File: src/rtl/tcr_route_pkg.sv
// Shared types for the timer compare access router.
// Assumes a single 6-way action set; bit index of each action is its enum value.
package tcr_route_pkg;
    localparam int ACT_N = 6;
    localparam int ACT_W = $clog2(ACT_N);

    typedef enum logic [ACT_W-1:0] {
        ACT_LOCAL = 3'd0,
        ACT_HYP   = 3'd1,
        ACT_SHYP  = 3'd2,
        ACT_MEM   = 3'd3,
        ACT_TRAP  = 3'd4,
        ACT_UNDEF = 3'd5
    } act_e;

    typedef struct packed {
        act_e       act;
        logic [1:0] tgt;
    } dec_t;
endpackage

File: src/rtl/tcr_enc_match.sv
// Encoding matcher: flags whether the request names the compare register
// through the primary or the alternate encoding. Assumes both encodings
// share every field except op1.
module tcr_enc_match #(
    parameter logic [1:0] OP0     = 2'b11,
    parameter logic [2:0] OP1_PRI = 3'b011,
    parameter logic [2:0] OP1_ALT = 3'b101,
    parameter logic [3:0] CRN     = 4'b1110,
    parameter logic [3:0] CRM     = 4'b0010,
    parameter logic [2:0] OP2     = 3'b010
) (
    input  logic [1:0] op0,
    input  logic [2:0] op1,
    input  logic [3:0] crn,
    input  logic [3:0] crm,
    input  logic [2:0] op2,
    output logic       pri_hit,
    output logic       alt_hit
);
    logic common_ok;

    // Compare the fields shared by both encodings, then split on op1.
    always_comb begin
        common_ok = (op0 == OP0) && (crn == CRN) && (crm == CRM) && (op2 == OP2);
        pri_hit   = common_ok && (op1 == OP1_PRI);
        alt_hit   = common_ok && (op1 == OP1_ALT);
    end
endmodule

File: src/rtl/tcr_pri_route.sv
// Priority decision tree for the primary encoding. Purely combinational.
// Assumes the caller only uses the result when the primary encoding matched.
module tcr_pri_route
    import tcr_route_pkg::*;
(
    input  logic [1:0] level,
    input  logic       el2_en,
    input  logic       host_el0,
    input  logic       host_el2,
    input  logic       tge,
    input  logic       el0_ctr_en,
    input  logic       el1_pcen,
    input  logic       el1_host_en,
    input  logic       el0_host_en,
    input  logic       secure,
    input  logic       shyp_present,
    input  logic [2:0] nv_mode,
    output dec_t       dec
);
    // First matching condition per level wins; target is 0 unless trapping.
    always_comb begin
        dec.act = ACT_LOCAL;
        dec.tgt = 2'd0;
        unique case (level)
            2'd0: begin
                if (!host_el0 && !el0_ctr_en) begin
                    dec.act = ACT_TRAP;
                    dec.tgt = (el2_en && tge) ? 2'd2 : 2'd1;
                end else if (el2_en && !host_el2 && !el1_pcen) begin
                    dec.act = ACT_TRAP;
                    dec.tgt = 2'd2;
                end else if (host_el2 && !tge && !el1_host_en) begin
                    dec.act = ACT_TRAP;
                    dec.tgt = 2'd2;
                end else if (host_el0 && !el0_host_en) begin
                    dec.act = ACT_TRAP;
                    dec.tgt = 2'd2;
                end else if (host_el0 && secure && shyp_present) begin
                    dec.act = ACT_SHYP;
                end else if (host_el0 && !secure) begin
                    dec.act = ACT_HYP;
                end
            end
            2'd1: begin
                if (el2_en && !host_el2 && !el1_pcen) begin
                    dec.act = ACT_TRAP;
                    dec.tgt = 2'd2;
                end else if (host_el2 && !el1_host_en) begin
                    dec.act = ACT_TRAP;
                    dec.tgt = 2'd2;
                end else if (nv_mode == 3'b111) begin
                    dec.act = ACT_MEM;
                end
            end
            2'd2: begin
                if (host_el2 && secure && shyp_present) begin
                    dec.act = ACT_SHYP;
                end else if (host_el2 && !secure) begin
                    dec.act = ACT_HYP;
                end
            end
            default: dec.act = ACT_LOCAL;
        endcase
    end
endmodule

File: src/rtl/tcr_alt_route.sv
// Decision tree for the alternate (host-mode alias) encoding. Combinational.
// Assumes the caller only uses the result when the alternate encoding matched.
module tcr_alt_route
    import tcr_route_pkg::*;
(
    input  logic [1:0] level,
    input  logic       el2_en,
    input  logic       host_el0,
    input  logic       host_el2,
    input  logic [2:0] nv_mode,
    input  logic       nv_pct_trap,
    output dec_t       dec
);
    // Level 0 undefined; level 1 by nested mode; levels 2/3 by host mode.
    always_comb begin
        dec.act = ACT_UNDEF;
        dec.tgt = 2'd0;
        unique case (level)
            2'd0: dec.act = ACT_UNDEF;
            2'd1: begin
                if (nv_mode == 3'b101) begin
                    if (el2_en && !host_el0 && nv_pct_trap) begin
                        dec.act = ACT_TRAP;
                        dec.tgt = 2'd2;
                    end else begin
                        dec.act = ACT_MEM;
                    end
                end else if (nv_mode[0]) begin
                    dec.act = ACT_TRAP;
                    dec.tgt = 2'd2;
                end
            end
            default: dec.act = host_el2 ? ACT_LOCAL : ACT_UNDEF;
        endcase
    end
endmodule

File: src/rtl/tcr_access_router.sv
// Timer compare access router top. Matches the encoding, runs both decision
// trees in parallel, selects by encoding and registers a one-hot action with
// target level, syndrome class and memory offset. One cycle of latency.
// Assumes requests are single-cycle pulses; no backpressure.
module tcr_access_router
    import tcr_route_pkg::*;
#(
    parameter int               EC_W    = 6,
    parameter logic [EC_W-1:0]  TRAP_EC = 6'h18,
    parameter int               OFS_W   = 12,
    parameter logic [OFS_W-1:0] MEM_OFS = 12'h178
) (
    input  logic                 clk,
    input  logic                 rst_n,
    input  logic                 req_valid,
    input  logic                 req_write,
    input  logic [1:0]           req_op0,
    input  logic [2:0]           req_op1,
    input  logic [3:0]           req_crn,
    input  logic [3:0]           req_crm,
    input  logic [2:0]           req_op2,
    input  logic [1:0]           cur_level,
    input  logic                 el2_enabled,
    input  logic                 host_el0,
    input  logic                 host_el2,
    input  logic                 trap_general,
    input  logic                 el0_ctr_en,
    input  logic                 el1_pcen,
    input  logic                 el1_host_en,
    input  logic                 el0_host_en,
    input  logic                 secure_state,
    input  logic                 shyp_present,
    input  logic [2:0]           nv_mode,
    input  logic                 nv_pct_trap,
    output logic                 rsp_valid,
    output logic                 rsp_write,
    output logic [ACT_N-1:0]     rsp_action,
    output logic [1:0]           rsp_target,
    output logic [EC_W-1:0]      rsp_ec,
    output logic [OFS_W-1:0]     rsp_mem_ofs
);
    logic             pri_hit;
    logic             alt_hit;
    logic             hit_v;
    dec_t             pri_dec;
    dec_t             alt_dec;
    dec_t             sel_dec;
    logic [ACT_N-1:0] act_vec;
    logic [EC_W-1:0]  ec_nxt;
    logic [OFS_W-1:0] ofs_nxt;
    logic [1:0]       tgt_nxt;

    tcr_enc_match u_match (
        .op0     (req_op0),
        .op1     (req_op1),
        .crn     (req_crn),
        .crm     (req_crm),
        .op2     (req_op2),
        .pri_hit (pri_hit),
        .alt_hit (alt_hit)
    );

    tcr_pri_route u_pri (
        .level        (cur_level),
        .el2_en       (el2_enabled),
        .host_el0     (host_el0),
        .host_el2     (host_el2),
        .tge          (trap_general),
        .el0_ctr_en   (el0_ctr_en),
        .el1_pcen     (el1_pcen),
        .el1_host_en  (el1_host_en),
        .el0_host_en  (el0_host_en),
        .secure       (secure_state),
        .shyp_present (shyp_present),
        .nv_mode      (nv_mode),
        .dec          (pri_dec)
    );

    tcr_alt_route u_alt (
        .level       (cur_level),
        .el2_en      (el2_enabled),
        .host_el0    (host_el0),
        .host_el2    (host_el2),
        .nv_mode     (nv_mode),
        .nv_pct_trap (nv_pct_trap),
        .dec         (alt_dec)
    );

    // Pick the tree that belongs to the matched encoding.
    always_comb begin
        hit_v   = req_valid && (pri_hit || alt_hit);
        sel_dec = pri_hit ? pri_dec : alt_dec;
    end

    // Expand the selected action into its one-hot bit.
    for (genvar gi = 0; gi < ACT_N; gi++) begin : g_onehot
        assign act_vec[gi] = hit_v && (int'(sel_dec.act) == gi);
    end

    // Side fields that only accompany trap or memory actions.
    always_comb begin
        tgt_nxt = act_vec[ACT_TRAP] ? sel_dec.tgt : 2'd0;
        ec_nxt  = act_vec[ACT_TRAP] ? TRAP_EC : '0;
        ofs_nxt = act_vec[ACT_MEM]  ? MEM_OFS : '0;
    end

    // Response register; cleared by reset and on cycles without a hit.
    always_ff @(posedge clk) begin
        if (!rst_n) begin
            rsp_valid   <= 1'b0;
            rsp_write   <= 1'b0;
            rsp_action  <= '0;
            rsp_target  <= 2'd0;
            rsp_ec      <= '0;
            rsp_mem_ofs <= '0;
        end else begin
            rsp_valid   <= hit_v;
            rsp_write   <= hit_v && req_write;
            rsp_action  <= act_vec;
            rsp_target  <= tgt_nxt;
            rsp_ec      <= ec_nxt;
            rsp_mem_ofs <= ofs_nxt;
        end
    end
endmodule

File: config.mk
export PLATFORM = sky130hd
export DESIGN_NAME = tcr_access_router
export DESIGN_NICKNAME = d
export VERILOG_FILES = /design/src/rtl/tcr_route_pkg.sv /design/src/rtl/tcr_enc_match.sv /design/src/rtl/tcr_pri_route.sv /design/src/rtl/tcr_alt_route.sv /design/src/rtl/tcr_access_router.sv
export SDC_FILE = /design/constraint.sdc
export NUM_CORES = 1
export LEC_CHECK = 0
export ABC_AREA = 1
export BUFFER_PORTS_ARGS = -buffer_cell sky130_fd_sc_hd__buf_2
export CAP_MARGIN = 20
export CORE_ASPECT_RATIO = 0.75
export CORE_UTILIZATION = 39
export DETAILED_ROUTE_END_ITERATION = 6
export GPL_TIMING_DRIVEN = 1
export PLACE_DENSITY = 0.74
export SETUP_SLACK_MARGIN = 0.2
export SYNTH_ARGS = -nofsm -noshare
export SYNTH_HDL_FRONTEND = slang
export SYNTH_SLANG_ARGS = --single-unit
File: constraint.sdc
create_clock -name clk -period 2.6 [get_ports clk]
set_clock_uncertainty 0.1 [all_clocks]
set_input_delay 0 -clock clk [delete_from_list [all_inputs] [get_ports clk]]
set_output_delay 0 -clock clk [all_outputs]
set_load 0.01 [all_outputs]
==> run summary, run 1 <==
• **run status** complete, but fails checks
• **failing checks** DRC
• **biggest fanout along the worst timing path** 4
• **kind of cell adding the most delay to the critical path** buffers and inverters
• **Hold Vio Cnt, Final** 0
• **Die X-Extent** 57.6 um
• **Max Freq** 604 MHz
• **Bufs on Longest Clock Path** 2
• **Worst Setup SP** req_valid
• **worst setup slack after layout** 0.945 ns
• **Clock transition at path regs** 0.06 ns
• **worst path bufs/invs** 3
• **Hold Path Cell Cnt** 5
• **hpwl dp** 1.63 mm
• **clock sinks** 10
• **PortBufs** 52
• **critical setup path kind** primary input to register
• **most common library cell in the layout ignoring fill and taps** sky130_fd_sc_hd__buf_2
• **Worst path max stage delay** 0.63 ns
• **total length of routed wires** 1.87 mm
• **maximum capacitance violations** 0
• **RSZ-0062 raised after global routing** false
• **synthesis-stage register bit count** 10
• **sum of negative setup slack** 0 ns
• **final global-route overflow total** 0
• **number of clock buffers inserted by TritonCTS** 3
• **commonest non-fill, non-tap cells in the layout** sky130_fd_sc_hd__buf_2, sky130_fd_sc_hd__nand2_1, sky130_fd_sc_hd__nor2_1
• **weighted congestion reported at the end of routability-driven placement** 0.809
• **final critical delay including setup and external delays** 1.65 ns
• **maximum number of pins on one net before global-route repair** 7
• **DRC violation count after routing** 4
• **most common cell type on the critical path** sky130_fd_sc_hd__dlygate4sd3_1
• **via count of the first global-routing pass** 862
• **initial core utilization** 0.433
• **total standard cell area after synthesis** 903 sq um
• **synthesis warning total** 0
• **worst setup slack after placement** 1.40 ns
• **initial antenna violation count** 0
• **total die area** 0.00251 sq mm
• **final critical-path share of the clock period** 0.636
• **Core Area** 0.00208 sq mm
• **kind of capture point of the worst setup path** register
• **number of inserted filler cells in the final layout** 207
• **placed instance area** 0.00110 sq mm
• **fraction of the yosys area taken by sequential cells** 0.222
• **class of the worst hold path** primary input to register
• **remaining number of nets flagged by the antenna check after routing** 0
• **Top-Level Pins** 64
• **maximum vdd drop** 0.101 mV
• **Initial DRT Pass Iterations** 6
• **Leak Pwr** 0.000702 uW
• **average cell area after synthesis** 6.84 sq um
• **setup violators final** 0
• **final cell utilization of the core** 0.572
• **hold_sp** nv_mode[0]
• **standard cell with the maximum stage delay on the critical path** sky130_fd_sc_hd__dlygate4sd3_1
• **wire length of the first global-routing pass** 3.19 mm
• **proportion of layout cells with a drive suffix above 1** 0.462
• **Tot GR Track Use** 0.164
• **Avg Vias per Cell** 4.30
• **arrival time at the worst endpoint** 1.75 ns
• **number of cells on the critical path** 7
• **Via Count** 904
• **Non-Filler Instances** 210
• **final instance area** 0.00119 sq mm
• **fin nets** 223
• **Distinct cells, synth** 22
• **instance count of the mapped netlist** 132
• **clock tree from TritonCTS** done
• **cell count after placement** 200
• **power per cell area** 316 mW/mm^2
• **chip height** 43.7 um
• **Layout Area Growth over Synthesis** 32.0%
• **post-CTS resize count** 0
• **DRC violation total after the first TritonRoute iteration** 15
• **cell at the root of the clock tree** sky130_fd_sc_hd__clkbuf_4
• **routed length per instance** 8.89 um
• **number of antenna cells inserted** 0
• **number of pins exceeding their max-slew limit in the final report** 0
• **number of H-tree branching levels** 1
• **crit path launch type** primary input
• **Critical Path RT** 2.69 ns
• **# rows** 14
• **CP Cell Sequence** dlygate4sd3_1 > buf_2 > nand3_4 > dlygate4sd3_1 > nor2_8 > nand3_2 > nor3_2
-- per-stage QoR --
step | power, uW | hold slack, ns
after detailed placement | 243 | 0.180
after global placement | 240 | 0.173
after global routing | 401 | 0.0814
after CTS | 381 | 0.0670
final | 377 | 0.0705
after floorplan | 217 | 0.0653
-- layout make-up --
cell class / count / area, sq um / area share
Multi-Input combinational cell: 96 / 538 / 0.451
Timing Repair Buffer: 58 / 320 / 0.269
Sequential cell: 10 / 200 / 0.168
Inverter: 18 / 67.6 / 0.0567
Clock buffer: 4 / 36.3 / 0.0304
Tap cell: 24 / 30.0 / 0.0252
-- power breakdown --
| group | total, uW | internal, uW | switching [uW] |
|---|---|---|---|
| clock | 133 | 84.8 | 48.6 |
| combinational | 90.7 | 38.5 | 52.2 |
| sequential | 153 | 153 | 0.000131 |
| total | 377 | 276 | 101 |
-- synthesized netlist by cell type (all sizes together) --
master	count	area [sq um]
nand3b	3	35.0
nand3	13	110
o21ai	1	8.76
nor3b	1	7.51
nand2	35	149
conb	1	3.75
dfxtp	10	200
buf	18	135
nor2	25	135
a21boi	1	7.51
nor3	3	25.0
nand4	3	18.8
inv	18	67.6
-- worst paths after layout --
kind,endpoint
setup / recovery,rsp_target[1]$_SDFF_PN0_
hold / removal,rsp_target[1]$_SDFF_PN0_
-- metal layers --
layer	vias to the layer above	GRT usage	wire length, um
met5	-	0	0
met4	0	0.0585	12
met3	2	0.0269	127
met2	33	0.314	946
met1	382	0.184	779
li1	487	-	-
-- cell families (layout without fill, tap and decap cells) --
group,Yosys count,after routing,synth area share
and+or+nand+nor,83,83,0.532
buffers and inverters,36,80,0.224
DFF,10,10,0.222
AOI/OAI and AO/OA,2,2,0.0180
other,1,11,0.00415
-- state kept, by name, summed over array words and instances, names as in the netlist --
signal / count
rsp_action: 6
rsp_target: 2
rsp_valid: 1
rsp_write: 1
-- what timing repair did --
item                                   4_1_cts  5_1_grt
endpoints found under the hold margin        3        0
hold buffers                                 6        0
setup buffers                                0        0
Power figures use the tool's default switching activity.
==> run 2, diff against run 1 <==
--- a/config.mk
+++ b/config.mk
@@ -5,14 +5,14 @@
 export SDC_FILE = /design/constraint.sdc
 export NUM_CORES = 1
 export LEC_CHECK = 0
-export ABC_AREA = 1
+export ABC_AREA = 0
 export BUFFER_PORTS_ARGS = -buffer_cell sky130_fd_sc_hd__buf_2
 export CAP_MARGIN = 20
 export CORE_ASPECT_RATIO = 0.75
-export CORE_UTILIZATION = 39
+export CORE_UTILIZATION = 34
 export DETAILED_ROUTE_END_ITERATION = 6
 export GPL_TIMING_DRIVEN = 1
-export PLACE_DENSITY = 0.74
+export PLACE_DENSITY = 0.72
 export SETUP_SLACK_MARGIN = 0.2
 export SYNTH_ARGS = -nofsm -noshare
 export SYNTH_HDL_FRONTEND = slang
==> constraint.sdc (replaced) <==
create_clock -name clk -period 1.5 [get_ports clk]
set_clock_uncertainty 0.1 [all_clocks]
set_input_delay 0 -clock clk [delete_from_list [all_inputs] [get_ports clk]]
set_output_delay 0 -clock clk [all_outputs]
set_load 0.01 [all_outputs]
==> run 2 against run 1 <==
Effect of this change:
- the flow now finishes without violations
- sequential cell count stayed put
- die area is 3.6% lower
- combinational power is 83% higher
==> run summary, run 2 <==
• **clock tree from TritonCTS** done
• **fraction of the yosys area taken by sequential cells** 0.264
• **remaining number of nets flagged by the antenna check after routing** 0
• **cell types with the highest counts after synthesis** sky130_fd_sc_hd__buf_4, sky130_fd_sc_hd__dfxtp_1, sky130_fd_sc_hd__nor2_1
• **initial antenna violation count** 0
• **Clk network pwr share** 0.350
• **instance count of the mapped netlist** 87
• **Non-Filler Instances** 174
• **Via Count** 825
• **via count of the first global-routing pass** 742
• **setup violators final** 0
• **maximum number of pins on one net before global-route repair** 7
• **biggest fanout along the worst timing path** 3
• **Avg Vias per Cell** 4.74
• **total standard cell area after synthesis** 758 sq um
• **Die X-Extent** 56.5 um
• **cell at the root of the clock tree** sky130_fd_sc_hd__clkbuf_4
• **number of pins exceeding their max-slew limit in the final report** 0
• **max reg flops** 6
• **switching part of the total power** 0.240
• **leading area contributor after synthesis** sky130_fd_sc_hd__dfxtp_1
• **number of cells on the critical path** 7
• **PortBufs** 52
• **commonest non-fill, non-tap cells in the layout** sky130_fd_sc_hd__buf_2, sky130_fd_sc_hd__conb_1, sky130_fd_sc_hd__buf_4, sky130_fd_sc_hd__dfxtp_1, sky130_fd_sc_hd__nor2_1
• **Worst Setup SP** host_el0
• **most common cell in the synthesized netlist** sky130_fd_sc_hd__buf_4
• **hpwl dp** 1.58 mm
• **Layout Area Growth over Synthesis** 59.7%
• **cells taking the most area after synthesis** sky130_fd_sc_hd__dfxtp_1, sky130_fd_sc_hd__buf_4, sky130_fd_sc_hd__and4bb_2
• **Distinct cells, synth** 37
• **cell count after placement** 166
• **final cell utilization of the core** 0.591
• **combinational cell fraction of total power** 0.250
• **total length of routed wires** 1.83 mm
• **maximum capacitance violations** 0
• **synthesis warning total** 0
• **design internal power** 505 uW
• **DRC violation count after routing** 0
• **clock sinks** 10
• **arrival time at the worst endpoint** 1.40 ns
• **Regs by FF count** rsp_action x6, rsp_target x2
• **fraction of registers with async set or reset after synthesis** 0
• **CP Cell Sequence** buf_2 > nand3b_1 > and4bb_2 > o21a_1 > or3b_4 > buf_4 > nor2_1
• **Top-Level Pins** 64
• **synthesis-stage register bit count** 10
• **number of clock buffers inserted by TritonCTS** 3
• **routed length per instance** 10.5 um
• **Worst path max stage delay** 0.42 ns
• **number of H-tree branching levels** 1
• **crit path launch type** primary input
• **standard cell with the maximum stage delay on the critical path** sky130_fd_sc_hd__or3b_4
• **ys flop type** sky130_fd_sc_hd__dfxtp_1
• **proportion of layout cells with a drive suffix above 1** 0.607
• **Hold Path Cell Cnt** 4
• **Bufs on Longest Clock Path** 2
• **number of antenna cells inserted** 0
• **class of the worst hold path** primary input to register
• **total die area** 0.00242 sq mm
• **Max Freq** 765 MHz
• **fraction of post-synthesis cell area in the top cell type by area** 0.264
• **maximum vdd drop** 0.555 mV
• **wire length of the first global-routing pass** 2.90 mm
• **part of the total power dissipated in sequential elements** 0.400
• **final critical delay including setup and external delays** 1.31 ns
• **# rows** 14
• **most common library cell in the layout ignoring fill and taps** sky130_fd_sc_hd__buf_2
• **kind of cell adding the most delay to the critical path** simple AND/OR/NAND/NOR gates
• **Worst Hold Slack** 0.0346 ns
• **weighted congestion reported at the end of routability-driven placement** 0.788
• **run status** finished clean
• **average cell area after synthesis** 8.72 sq um
• **number of flops mapped to enable cells by yosys** 0
• **Tot GR Track Use** 0.150
• **DRC violation total after the first TritonRoute iteration** 7
• **fin nets** 187
• **final global-route overflow total** 0
• **initial core utilization** 0.370
• **critical setup path kind** primary input to register
• **Clock transition at path regs** 0.06 ns
• **register with the most flip-flops** rsp_action
• **Hold Vio Cnt, Final** 0
• **sum of negative setup slack** 0 ns
• **Core Area** 0.00205 sq mm
• **chip height** 42.9 um
• **final critical-path share of the clock period** 0.871
• **RSZ-0062 raised after global routing** true
• **Leak Pwr** 0.000625 uW
• **worst setup slack after placement** -0.0884 ns
• **Initial DRT Pass Iterations** 4
• **Critical Path RT** 1.59 ns
• **net switching component of the power** 159 uW
• **worst path bufs/invs** 2
• **power per cell area** 548 mW/mm^2
• **worst setup slack after layout** 0.193 ns
• **hold_sp** req_valid
• **kind of capture point of the worst setup path** register
run 2: cell count changes after synthesis, sizes merged, moves of 3 or more:
| cell | change |
|---|---|
| nand3 | -12 |
| and4bb | +3 |
| and2 | +3 |
| nor3 | +3 |
| inv | -16 |
| nor2 | -18 |
| nand2 | -31 |
run 2: cells by family (layout without fill, tap and decap cells):
logic type / Yosys count / after routing / share of synthesized area
flops: 10 / 10 / 0.264
xor+xnor: 1 / 1 / 0.0116
mux: 3 / 3 / 0.0462
other cells: 1 / 11 / 0.00495
buf+inv: 20 / 73 / 0.188
compound gates: 13 / 13 / 0.130
simple gates: 39 / 39 / 0.355
run 2: path summary, 6_finish.rpt:
check	to	slack, ns
worst max-delay path	rsp_action[4]$_SDFF_PN0_	0.19
worst min-delay path	rsp_valid$_SDFF_PN0_	0.03
run 2: final cells by class:
type	count	area, sq um
Clock buffer	4	36.3
Sequential cell	10	200
Multi-Input combinational cell	67	529
Tap cell	24	30.0
Timing Repair Buffer	67	408
Inverter	2	7.51
Fill cell	190	838
run 2: timing repair:
action / CTS / global route
pin swaps: 0 / 4
buffers inserted: 0 / 0
hold buffers: 4 / 0
gates resized for setup: 3 / 9
endpoints found under the hold margin: 2 / 0
endpoints found under the setup margin: 2 / 8
run 2: power groups by stage:
stage	combinational (uW)	sequential, uW	clock, uW
global placement	146	271	0
global route	181	265	252
CTS	159	265	238
detailed placement	150	271	0
finish	166	265	232
floorplan	87.3	271	0
run 2: worst min-delay path: stages:
cell and delay (ns):
sky130_fd_sc_hd__buf_2 0.09, sky130_fd_sc_hd__nand3_1 0.07, sky130_fd_sc_hd__nor2_2 0.05, sky130_fd_sc_hd__buf_4 0.13
run 2: routing by layer:
metal,global-route usage,part of all wire
met1,0.165,0.42
met2,0.287,0.50
met3,0.0335,0.075
met4,0.0439,0
met5,0,0
run 2: metrics by stage:
stage,cell area (sq um),total power (uW)
after floorplan,832,359
final,1210,664
after global routing,1210,698
after global placement,1080,417
after detailed placement,1080,421
after CTS,1170,662
